===== src/rtl/modexp_pkg.sv =====
package modexp_pkg;

    typedef enum logic [2:0] {
        ST_IDLE,
        ST_INIT_P,
        ST_INIT_Z,
        ST_MUL,
        ST_SQR,
        ST_EXIT,
        ST_MERGE,
        ST_DONE
    } seq_state_t;

endpackage


===== src/rtl/csa_row.sv =====
module csa_row #(
    parameter int VW = 67
) (
    input  logic [VW-1:0] x,
    input  logic [VW-1:0] y,
    input  logic [VW-1:0] z,
    output logic [VW-1:0] sum,
    output logic [VW-1:0] carry
);
    logic [VW-1:0] maj;

    assign sum   = x ^ y ^ z;
    assign maj   = (x & y) | (x & z) | (y & z);
    // carry vector is weighted one place up; its bit 0 is always zero
    assign carry = {maj[VW-2:0], 1'b0};
endmodule


===== src/rtl/mm_csa.sv =====
module mm_csa #(
    parameter int W    = 64,
    parameter int VW   = W + 3,
    parameter int ITER = W + 2
) (
    input  logic          clk,
    input  logic          rst_n,
    input  logic          go,
    input  logic [VW-1:0] a1,
    input  logic [VW-1:0] a2,
    input  logic [VW-1:0] b1,
    input  logic [VW-1:0] b2,
    input  logic [W-1:0]  m,
    output logic [VW-1:0] r1,
    output logic [VW-1:0] r2,
    output logic          rdy
);
    localparam int CW = $clog2(ITER + 1);
    localparam int NSTAGE = 3;

    logic [VW-1:0] a1_q, a2_q, b1_q, b2_q, s1_q, s2_q;
    logic          cy_q, run_q, rdy_q;
    logic [CW-1:0] cnt_q;

    logic          ai, cy_n, qbit;
    logic [VW-1:0] m_ext;
    logic [VW-1:0] addend [0:NSTAGE-1];
    logic [VW-1:0] lvl_s  [0:NSTAGE];
    logic [VW-1:0] lvl_c  [0:NSTAGE];

    assign m_ext = {{(VW-W){1'b0}}, m};

    // serial adder yields one bit of (a1 + a2) per cycle
    assign ai   = a1_q[0] ^ a2_q[0] ^ cy_q;
    assign cy_n = (a1_q[0] & a2_q[0]) | (a1_q[0] & cy_q) | (a2_q[0] & cy_q);
    // reduction bit chosen so that the five-term total is even
    assign qbit = s1_q[0] ^ s2_q[0] ^ (ai & (b1_q[0] ^ b2_q[0]));

    always_comb begin
        addend[0] = ai   ? b1_q  : '0;
        addend[1] = ai   ? b2_q  : '0;
        addend[2] = qbit ? m_ext : '0;
    end

    assign lvl_s[0] = s1_q;
    assign lvl_c[0] = s2_q;

    for (genvar g = 0; g < NSTAGE; g++) begin : g_tree
        csa_row #(.VW(VW)) u_row (
            .x     (lvl_s[g]),
            .y     (lvl_c[g]),
            .z     (addend[g]),
            .sum   (lvl_s[g+1]),
            .carry (lvl_c[g+1])
        );
    end

    always_ff @(posedge clk or negedge rst_n) begin
        if (!rst_n) begin
            a1_q  <= '0;
            a2_q  <= '0;
            b1_q  <= '0;
            b2_q  <= '0;
            s1_q  <= '0;
            s2_q  <= '0;
            cy_q  <= 1'b0;
            cnt_q <= '0;
            run_q <= 1'b0;
            rdy_q <= 1'b0;
        end else if (go && !run_q) begin
            a1_q  <= a1;
            a2_q  <= a2;
            b1_q  <= b1;
            b2_q  <= b2;
            s1_q  <= '0;
            s2_q  <= '0;
            cy_q  <= 1'b0;
            cnt_q <= '0;
            run_q <= 1'b1;
            rdy_q <= 1'b0;
        end else if (run_q) begin
            a1_q  <= a1_q >> 1;
            a2_q  <= a2_q >> 1;
            cy_q  <= cy_n;
            s1_q  <= lvl_s[NSTAGE] >> 1;
            s2_q  <= lvl_c[NSTAGE] >> 1;
            cnt_q <= cnt_q + 1'b1;
            if (cnt_q == CW'(ITER - 1)) begin
                run_q <= 1'b0;
                rdy_q <= 1'b1;
            end
        end else begin
            rdy_q <= 1'b0;
        end
    end

    assign r1  = s1_q;
    assign r2  = s2_q;
    assign rdy = rdy_q;

    // the chosen reduction bit must make the halving exact
    p_even_total_r3: assert property (@(posedge clk) disable iff (!rst_n)
        run_q |-> (lvl_s[NSTAGE][0] == 1'b0));

    // each product pair stays below twice the modulus
    p_pair_bound_r3: assert property (@(posedge clk) disable iff (!rst_n)
        rdy_q |-> (({1'b0, s1_q} + {1'b0, s2_q}) < {m_ext, 1'b0}));

    // a new product is never launched over a running one
    p_no_relaunch_r6: assert property (@(posedge clk) disable iff (!rst_n)
        run_q |-> !go);
endmodule


===== src/rtl/final_merge.sv =====
module final_merge #(
    parameter int W  = 64,
    parameter int VW = W + 3
) (
    input  logic [VW-1:0] r1,
    input  logic [VW-1:0] r2,
    input  logic [W-1:0]  m,
    output logic [W-1:0]  res
);
    logic [VW:0] total;
    logic [VW:0] m_ext;

    assign m_ext = {{(VW+1-W){1'b0}}, m};
    assign total = {1'b0, r1} + {1'b0, r2};

    // a single corrective subtraction brings the sum into [0, m-1]
    always_comb begin
        if (total >= m_ext) res = W'(total - m_ext);
        else                res = W'(total);
    end
endmodule


===== src/rtl/modexp_csa_seq.sv =====
module modexp_csa_seq
    import modexp_pkg::*;
#(
    parameter int W     = 64,
    parameter int EXP_W = 64
) (
    input  logic             clk,
    input  logic             rst_n,
    input  logic             start,
    input  logic [W-1:0]     base,
    input  logic [EXP_W-1:0] expo,
    input  logic [W-1:0]     modulus,
    input  logic [W-1:0]     mont_k,
    output logic             busy,
    output logic             done,
    output logic [W-1:0]     result
);
    localparam int VW   = W + 3;
    localparam int ITER = W + 2;
    localparam int IW   = $clog2(EXP_W + 1);

    seq_state_t state_q, state_d;

    logic             waiting_q;
    logic [W-1:0]     m_q, base_q, k_q, result_q;
    logic [EXP_W-1:0] e_q;
    logic [IW-1:0]    idx_q;
    logic [VW-1:0]    p1_q, p2_q, z1_q, z2_q;

    logic             op_state, go, mm_rdy, accept;
    logic [VW-1:0]    a1, a2, b1, b2, r1, r2;
    logic [W-1:0]     merged;
    logic             last_bit;

    assign accept   = start && (state_q == ST_IDLE || state_q == ST_DONE);
    assign op_state = (state_q == ST_INIT_P) || (state_q == ST_INIT_Z) ||
                      (state_q == ST_MUL)    || (state_q == ST_SQR)    ||
                      (state_q == ST_EXIT);
    assign go       = op_state && !waiting_q;
    assign last_bit = (idx_q == IW'(EXP_W - 1));

    // operand selection per state
    always_comb begin
        a1 = '0;
        a2 = '0;
        b1 = '0;
        b2 = '0;
        unique case (state_q)
            ST_INIT_P: begin
                a1 = VW'(k_q);
                b1 = VW'(1);
            end
            ST_INIT_Z: begin
                a1 = VW'(k_q);
                b1 = VW'(base_q);
            end
            ST_MUL: begin
                a1 = p1_q; a2 = p2_q;
                b1 = z1_q; b2 = z2_q;
            end
            ST_SQR: begin
                a1 = z1_q; a2 = z2_q;
                b1 = z1_q; b2 = z2_q;
            end
            ST_EXIT: begin
                a1 = VW'(1);
                b1 = p1_q; b2 = p2_q;
            end
            default: ;
        endcase
    end

    mm_csa #(.W(W), .VW(VW), .ITER(ITER)) u_mm (
        .clk   (clk),
        .rst_n (rst_n),
        .go    (go),
        .a1    (a1),
        .a2    (a2),
        .b1    (b1),
        .b2    (b2),
        .m     (m_q),
        .r1    (r1),
        .r2    (r2),
        .rdy   (mm_rdy)
    );

    final_merge #(.W(W), .VW(VW)) u_merge (
        .r1  (p1_q),
        .r2  (p2_q),
        .m   (m_q),
        .res (merged)
    );

    // next-state logic
    always_comb begin
        state_d = state_q;
        unique case (state_q)
            ST_IDLE, ST_DONE: if (start) state_d = ST_INIT_P;
            ST_INIT_P:        if (mm_rdy) state_d = ST_INIT_Z;
            ST_INIT_Z:        if (mm_rdy) state_d = e_q[0] ? ST_MUL : ST_SQR;
            ST_MUL:           if (mm_rdy) state_d = ST_SQR;
            ST_SQR: begin
                if (mm_rdy) begin
                    if (last_bit)    state_d = ST_EXIT;
                    else if (e_q[1]) state_d = ST_MUL;
                    else             state_d = ST_SQR;
                end
            end
            ST_EXIT:          if (mm_rdy) state_d = ST_MERGE;
            ST_MERGE:         state_d = ST_DONE;
            default:          state_d = ST_IDLE;
        endcase
    end

    // state register
    always_ff @(posedge clk or negedge rst_n) begin
        if (!rst_n) state_q <= ST_IDLE;
        else        state_q <= state_d;
    end

    // datapath registers
    always_ff @(posedge clk or negedge rst_n) begin
        if (!rst_n) begin
            waiting_q <= 1'b0;
            m_q       <= '0;
            base_q    <= '0;
            k_q       <= '0;
            e_q       <= '0;
            idx_q     <= '0;
            p1_q      <= '0;
            p2_q      <= '0;
            z1_q      <= '0;
            z2_q      <= '0;
            result_q  <= '0;
        end else begin
            if (go)          waiting_q <= 1'b1;
            else if (mm_rdy) waiting_q <= 1'b0;
            unique case (state_q)
                ST_IDLE, ST_DONE: begin
                    if (accept) begin
                        m_q    <= modulus;
                        base_q <= base;
                        k_q    <= mont_k;
                        e_q    <= expo;
                        idx_q  <= '0;
                    end
                end
                ST_INIT_P, ST_MUL, ST_EXIT: begin
                    if (mm_rdy) begin
                        p1_q <= r1;
                        p2_q <= r2;
                    end
                end
                ST_INIT_Z: begin
                    if (mm_rdy) begin
                        z1_q <= r1;
                        z2_q <= r2;
                    end
                end
                ST_SQR: begin
                    if (mm_rdy) begin
                        z1_q  <= r1;
                        z2_q  <= r2;
                        e_q   <= e_q >> 1;
                        idx_q <= idx_q + 1'b1;
                    end
                end
                ST_MERGE: result_q <= merged;
                default: ;
            endcase
        end
    end

    // outputs
    always_comb begin
        busy   = (state_q != ST_IDLE) && (state_q != ST_DONE);
        done   = (state_q == ST_DONE);
        result = result_q;
    end

    // busy and done never overlap
    p_busy_done_excl_r2: assert property (@(posedge clk) disable iff (!rst_n)
        !(busy && done));

    // operands captured at launch are untouched by a start during a run
    p_start_ignored_r6: assert property (@(posedge clk) disable iff (!rst_n)
        (busy && start) |=> ($stable(m_q) && $stable(base_q) && $stable(k_q)));

    // the delivered value lies below the modulus
    p_result_range_r7: assert property (@(posedge clk) disable iff (!rst_n)
        done |-> (result < m_q));

    // done and result hold until a new start
    p_done_hold_r8: assert property (@(posedge clk) disable iff (!rst_n)
        (done && !start) |=> (done && $stable(result)));
endmodule


===== config.mk =====
export PLATFORM = sky130hd
export DESIGN_NAME = modexp_csa_seq
export DESIGN_NICKNAME = d
export VERILOG_FILES = /design/src/rtl/modexp_pkg.sv /design/src/rtl/csa_row.sv /design/src/rtl/mm_csa.sv /design/src/rtl/final_merge.sv /design/src/rtl/modexp_csa_seq.sv
export SDC_FILE = /design/constraint.sdc
export NUM_CORES = 2
export LEC_CHECK = 0
export ABC_AREA = 1
export BUFFER_PORTS_ARGS = -buffer_cell sky130_fd_sc_hd__buf_2
export CAP_MARGIN = 30
export CORE_ASPECT_RATIO = 0.7
export CORE_MARGIN = 2
export CORE_UTILIZATION = 40
export CTS_BUF_LIST = sky130_fd_sc_hd__clkbuf_8
export CTS_CLUSTER_DIAMETER = 150
export CTS_CLUSTER_SIZE = 14
export DETAILED_ROUTE_END_ITERATION = 10
export PLACE_DENSITY = 0.67
export SLEW_MARGIN = 20
export SYNTH_ARGS = -nofsm -noshare
export SYNTH_HDL_FRONTEND = slang
export SYNTH_SLANG_ARGS = --single-unit

===== constraint.sdc =====
create_clock -name clk -period 4.8 [get_ports clk]
set_clock_uncertainty 0.05 [all_clocks]
set_input_delay 0.48 -clock clk [delete_from_list [all_inputs] [get_ports clk]]
set_output_delay 0.48 -clock clk [all_outputs]
set_load 0.02 [all_outputs]

## Word level (Yosys, flattened, before mapping)

Cells that the tools add are included.

| storage, ports and cells | value |
|---|---|
| output and inout port bits | 66 |
| bits of input ports | 259 |
| register bits after elaboration | 1011 |
| logic and storage cells | 147 |

| operators by class | value |
|---|---|
| add/sub/neg operators | 4 |
| reduce and logical (&&, ||, !) cells | 26 |
| bitwise logic cells | 32 |
| multiplexer cells | 44 |
| equal/unequal tests | 18 |
| $lt $le $gt $ge | 1 |

Operators with widths:

| kind | count |
|---|---|
| $mux W67 | 10 |
| $pmux W67 S4 | 2 |
| $and A66 B66 Y66 | 7 |
| $xor A67 B67 Y67 | 6 |
| $or A66 B66 Y66 | 6 |
| $pmux W67 S2 | 2 |
| $mux W64 | 4 |
| $and A66 B64 Y66 | 2 |
| $pmux W64 S2 | 1 |
| $add A67 B67 Y68 | 1 |
| $ge A68 B64 Y1 | 1 |
| $sub A64 B64 Y64 | 1 |
| $mux W7 | 4 |
| $mux W3 | 9 |
| $pmux W3 S7 | 1 |
| $add A7 B1 Y7 const B | 2 |
| $pmux W7 S2 | 1 |
| $eq A3 B3 Y1 const B | 4 |
| $mux W1 | 10 |
| $ne A2 B1 Y1 const B | 5 |
| $reduce_or A2 Y1 | 4 |
| $eq A7 B6 Y1 const B | 1 |
| $eq A7 B7 Y1 const B | 1 |
| $eq A3 B2 Y1 const B | 2 |
| other kinds (16) | 38 |

## Logic depth before layout (Yosys ltp)

| depth | value |
|---|---|
| depth after elaboration | 14 |
| depth in mapped cells | 34 |
| gate-level depth less buffers | 33 |

## Cells and area by module

Synthesis repeated with hierarchy kept, for this count alone.

| second synthesis, totals | value |
|---|---|
| cell total of the unflattened synthesis | 7962 |
| area total of the unflattened synthesis | 61486.5 um^2 |

By module, submodules not included:

| module | area each (um^2) | times used | cells an instance | seq. area each (um^2) |
|---|---|---|---|---|
| modexp_csa_seq | 27582.7 | 1 | 3432 | 14989.4 |
| mm_csa | 18634.1 | 1 | 2106 | 10259.8 |
| final_merge | 11167.0 | 1 | 2193 | 0.0 |
| csa_row | 1367.6 | 3 | 77 | 0.0 |

## Worst setup path before layout

OpenSTA, ideal clock, no wires.

| timing | value |
|---|---|
| kind | register -> register |
| from | register p1_q[0] |
| to | register result_q[15] (netlist: result[15]) |
| library setup time | 0.117 ns |
| arrival time | 3.788 ns |
| period minus slack after synthesis | 3.956 ns |
| buffers on the path | 1 |
| stages on the path, launching flop included | 29 |
| slack | 0.844 ns |
| required time | 4.633 ns |
| path through | dfrtp_1 -> ha_1 -> fa_1 -> nand3_1 -> nor2_1 -> or2_2 -> nand2_1 -> nand2_1 -> nand2_1 -> nand2_1 -> a21oi_1 -> xor2_1 -> inv_1 -> ha_1 -> nand4_1 -> nor2_1 -> nand2_1 -> nor2_1 -> nand2_1 -> nand4_1 -> nor2_1 -> nand2_1 -> inv_1 -> nand3_2 -> nor2_4 -> buf_6 -> nand3_1 -> nand3_1 -> nand2_1 |

| on the way | value |
|---|---|
| cells in the longest elaborated chain, start to end | 3 |
| elaborated cells between the ends (all ways) | 4 |
| those cells by class | add/sub (2); order compare (1); mux (1) |

Ends and longest elaborated chain:

| element | line | RTL |
|---|---|---|
| start, declared | modexp_csa_seq.sv:28 | `logic [VW-1:0] p1_q, p2_q, z1_q, z2_q;` |
| start signal, assigned | modexp_csa_seq.sv:150 | `p1_q <= r1;` |
| $add A67 B67 Y68 * | final_merge.sv:14 | `assign total = {1'b0, r1} + {1'b0, r2};` |
| $sub A64 B64 Y64 or $ge A68 B64 Y1 (tied branches) | final_merge.sv:18 | `if (total >= m_ext) res = W'(total - m_ext);` |
| $mux W64 * | final_merge.sv:18 |  |
| end signal, assigned | modexp_csa_seq.sv:168 | `ST_MERGE: result_q <= merged;` |
| end, declared | modexp_csa_seq.sv:25 | `logic [W-1:0] m_q, base_q, k_q, result_q;` |

Every way passes the cells marked *; elsewhere a longest branch is shown, timed or not.
A chain may end at the register's enable or synchronous reset.

## Worst setup path after layout

| timing | value |
|---|---|
| from | register p1_q[47] |
| to | register result_q[23] (netlist: result[23]) |

| on the way | value |
|---|---|
| cells in the longest elaborated chain, start to end | 3 |

Ends and longest elaborated chain:

| element | line |
|---|---|
| $add A67 B67 Y68 | final_merge.sv:14 |
| $ge A68 B64 Y1 | final_merge.sv:18 |
| $mux W64 | final_merge.sv:18 |

No other way between the ends.

==> results.toml <==
[outcome]
outcome = "complete, no violations"

[synthesis]
synth_cells = 7462
synth_edf_count = 0
synth.distinct_cells = 50
ys.warnings.count = 0
async_flop_share_pct = 100
synth-seq-cells = 1001
yosys_most_used_dff = "dfrtp_1"
synth_nets = 8055
synth.cell_area_um2 = 58500
syn_avg_cell_area_um2 = 7.84
synth.yosys.seq_area_share_pct = 42.8

[die]
die_h_um = 324
rows = 117
fp.dieW_um = 461
dieArea_um2 = 149000
core_um2 = 145000
start_util_pct = 40.2
top_level_ports = 325

[finish]
area_delta_synth_final_pct = 26.1
drive_above_1_share_pct = 18.8
finalNonFillerCells = 10583
n_fill_cell = 13981
final_nets = 9203
most-common-layout-cells = "nand2_1, inv_1, dfrtp_1, o21ai_0, buf_4"
layout_commonest_cell = "nand2_1"

[worst_setup_path]
crit_family = "simple AND/OR/NAND/NOR gates"
slowest_stage = "dfrtp_1"
critPathCaptureType = "register"
cp.required_ns = 5.51
r2r_start = "p1_q[47]"
crit_top_cell = "nand2_1"
critPathLaunch = "p1_q[47]"
cp_num_buf_inv = 12
arrival_ns = 5.43
path_max_fanout = 7
cpPeakStageDelay_ns = 0.44
cp-start-kind = "register"
crit_type = "reg -> reg"

[clock_network]
cts_buffers = 81
clkTransAtPathRegs_ns = 0.11
htreeDepth = 3
clock_sinks = 1001
clk_path_buf_depth = 3
clock_latency_ns = 0.91
cts_tree = "yes"
clockRootBuffer = "clkbuf_8"

[drt]
wl_per_cell_um = 22.0
dr.pass1.iters = 6
drt_iter0_markers = 5875
postRouteAntennaNets = 0
drc = 0
vias = 56061
via_per_inst = 5.30
wirelength_um = 233000

[pwr]
leakage_nw = 35.9
powerDensity_nw_per_um2 = 869
ir_worst_vdd_mv = 0.632

[global_route]
overflow = 0
grt_use_total_pct = 30.7
grt_first_pass_wirelength_um = 346000
grt_max_degree = 165
antenna_found_initial = 6
grt_pass1_vias = 54408

[timing]
final-hold-violation-count = 0
rsz0062_at_grt = "yes"
finalSetupViolCount = 0
clock.fmax_mhz = 212
fin_crit_sh_pct = 98.3
setup-tns-final_ns = 0
slew_headroom_pct = 28.6
drv_slew = 0
worst_pin_slew_ns = 1.07
period_needed_ns = 4.72

[place]
placed_cells = 10179
gp_congestion = 1.01
portBuffers = 324
dpl.hpwl_um = 170000

[worst_hold_path]
worstHoldPathType = "in -> async"

[run]
cap_violations = 0
final cells by class:
class	instances	area (um2)	area share (%)
Antenna cell	3	7.51	0.0102
Clock buffer	82	1130	1.53
Clock inverter	8	61.3	0.0831
Inverter	1215	4570	6.19
Sequential cell	1001	25100	34.0
Multi-Input combinational cell	4896	29300	39.7
Timing Repair Buffer	1415	11200	15.2
Tap cell	1963	2460	3.33
path summary, 6_finish.rpt:
kind / to / slack, ns / cells after the start
max: result[23] / 0.08 / 36
min: idx_q[5] / 0.19 / 2
max reg2reg: result[23] / 0.08 / 36
min reg2reg: k_q[16] / 0.43 / 2
max in group asynchronous: p1_q[36] / 3.09 / 3
min in group clk: m_q[3] / 0.28 / 4
cell usage after synthesis, types with 11 or more instances:
cell type     n  area [um2]
a22oi_1     148        1110
nand3_1     242        1210
o221ai_1    116        1020
nor2_1      439        1650
o211ai_1     82         616
o21ai_1      74         370
nand2_1    2101        7890
xnor2_1      47         412
nor3_1       35         175
buf_6        18         203
nand3b_1     13        97.6
clkbuf_1    215         807
inv_1      1199        4500
o22ai_1      19         119
dfrtp_1    1001       25000
a22o_1       63         552
buf_4        24         180
nand4_1      20         125
buf_2        69         345
o21bai_1     26         195
inv_2        16        60.1
buf_1        24        90.1
xor2_1       53         464
o21ai_0     814        4070
ha_1        137        1710
a31oi_1      11        68.8
a21oi_1     194         971
fa_1        197        3940
power breakdown:
part | internal [W] | total [W] | leakage, nW | switching (W)
sequential | 0.0117 | 0.0140 | 13.1 | 0.00230
combinational | 0.0179 | 0.0455 | 22.2 | 0.0276
clock | 0.00156 | 0.00458 | 0.613 | 0.00302
total | 0.0312 | 0.0641 | 35.9 | 0.0329
flip-flops by register name, summed over array words and instances (netlist names), 7 cells and up:
name        count
u_mm.cnt_q      7
p1_q           66
p2_q           66
u_mm.b2_q      66
u_mm.a1_q      66
u_mm.b1_q      66
e_q            64
z1_q           66
u_mm.r2        66
u_mm.a2_q      66
k_q            64
u_mm.r1        66
result         64
idx_q           7
m_q            64
z2_q           66
base_q         64
per-layer routing:
metal / share of wire (%) / track usage, %
met4: 4.0 / 11.3
met3: 7.4 / 4.34
met1: 45 / 44.6
met2: 44 / 46.6
met5: 0.015 / 0
timing repair:
item | in CTS | in global routing
pin swaps | 13 | 64
hold endpoints to repair | 345 | 0
hold buffers | 262 | 0
endpoints found under the setup margin | 64 | 64
setup buffers | 10 | 26
gates cloned | 1 | 9
resized for setup | 109 | 328
kinds of logic after synthesis:
family	share of synthesized area [%]
and+or+nand+nor	19.5
AOI/OAI and AO/OA	15.9
buffers and inverters	10.6
DFF	42.8
adders and majority gates	9.67
xor gates and xnor gates	1.50
metrics by stage:
stage / total power (W) / cell area [um2] / utilization (%) / worst slack (ns) / hold WS (ns)
after floorplan: 0.0345 / 58500 / - / 0.844 / 0.134
after global placement: 0.0545 / 67400 / 46.3 / -1.01 / 0.411
after detailed placement: 0.0547 / 67400 / 46.3 / -0.635 / 0.410
after CTS: 0.0604 / 71800 / 49.4 / -0.00249 / 0.198
after global routing: 0.0684 / 73800 / 50.8 / -0.0607 / 0.275
final: 0.0641 / 73800 / 50.8 / 0.0801 / 0.189
Note: power is estimated with default switching activity, not from simulation.
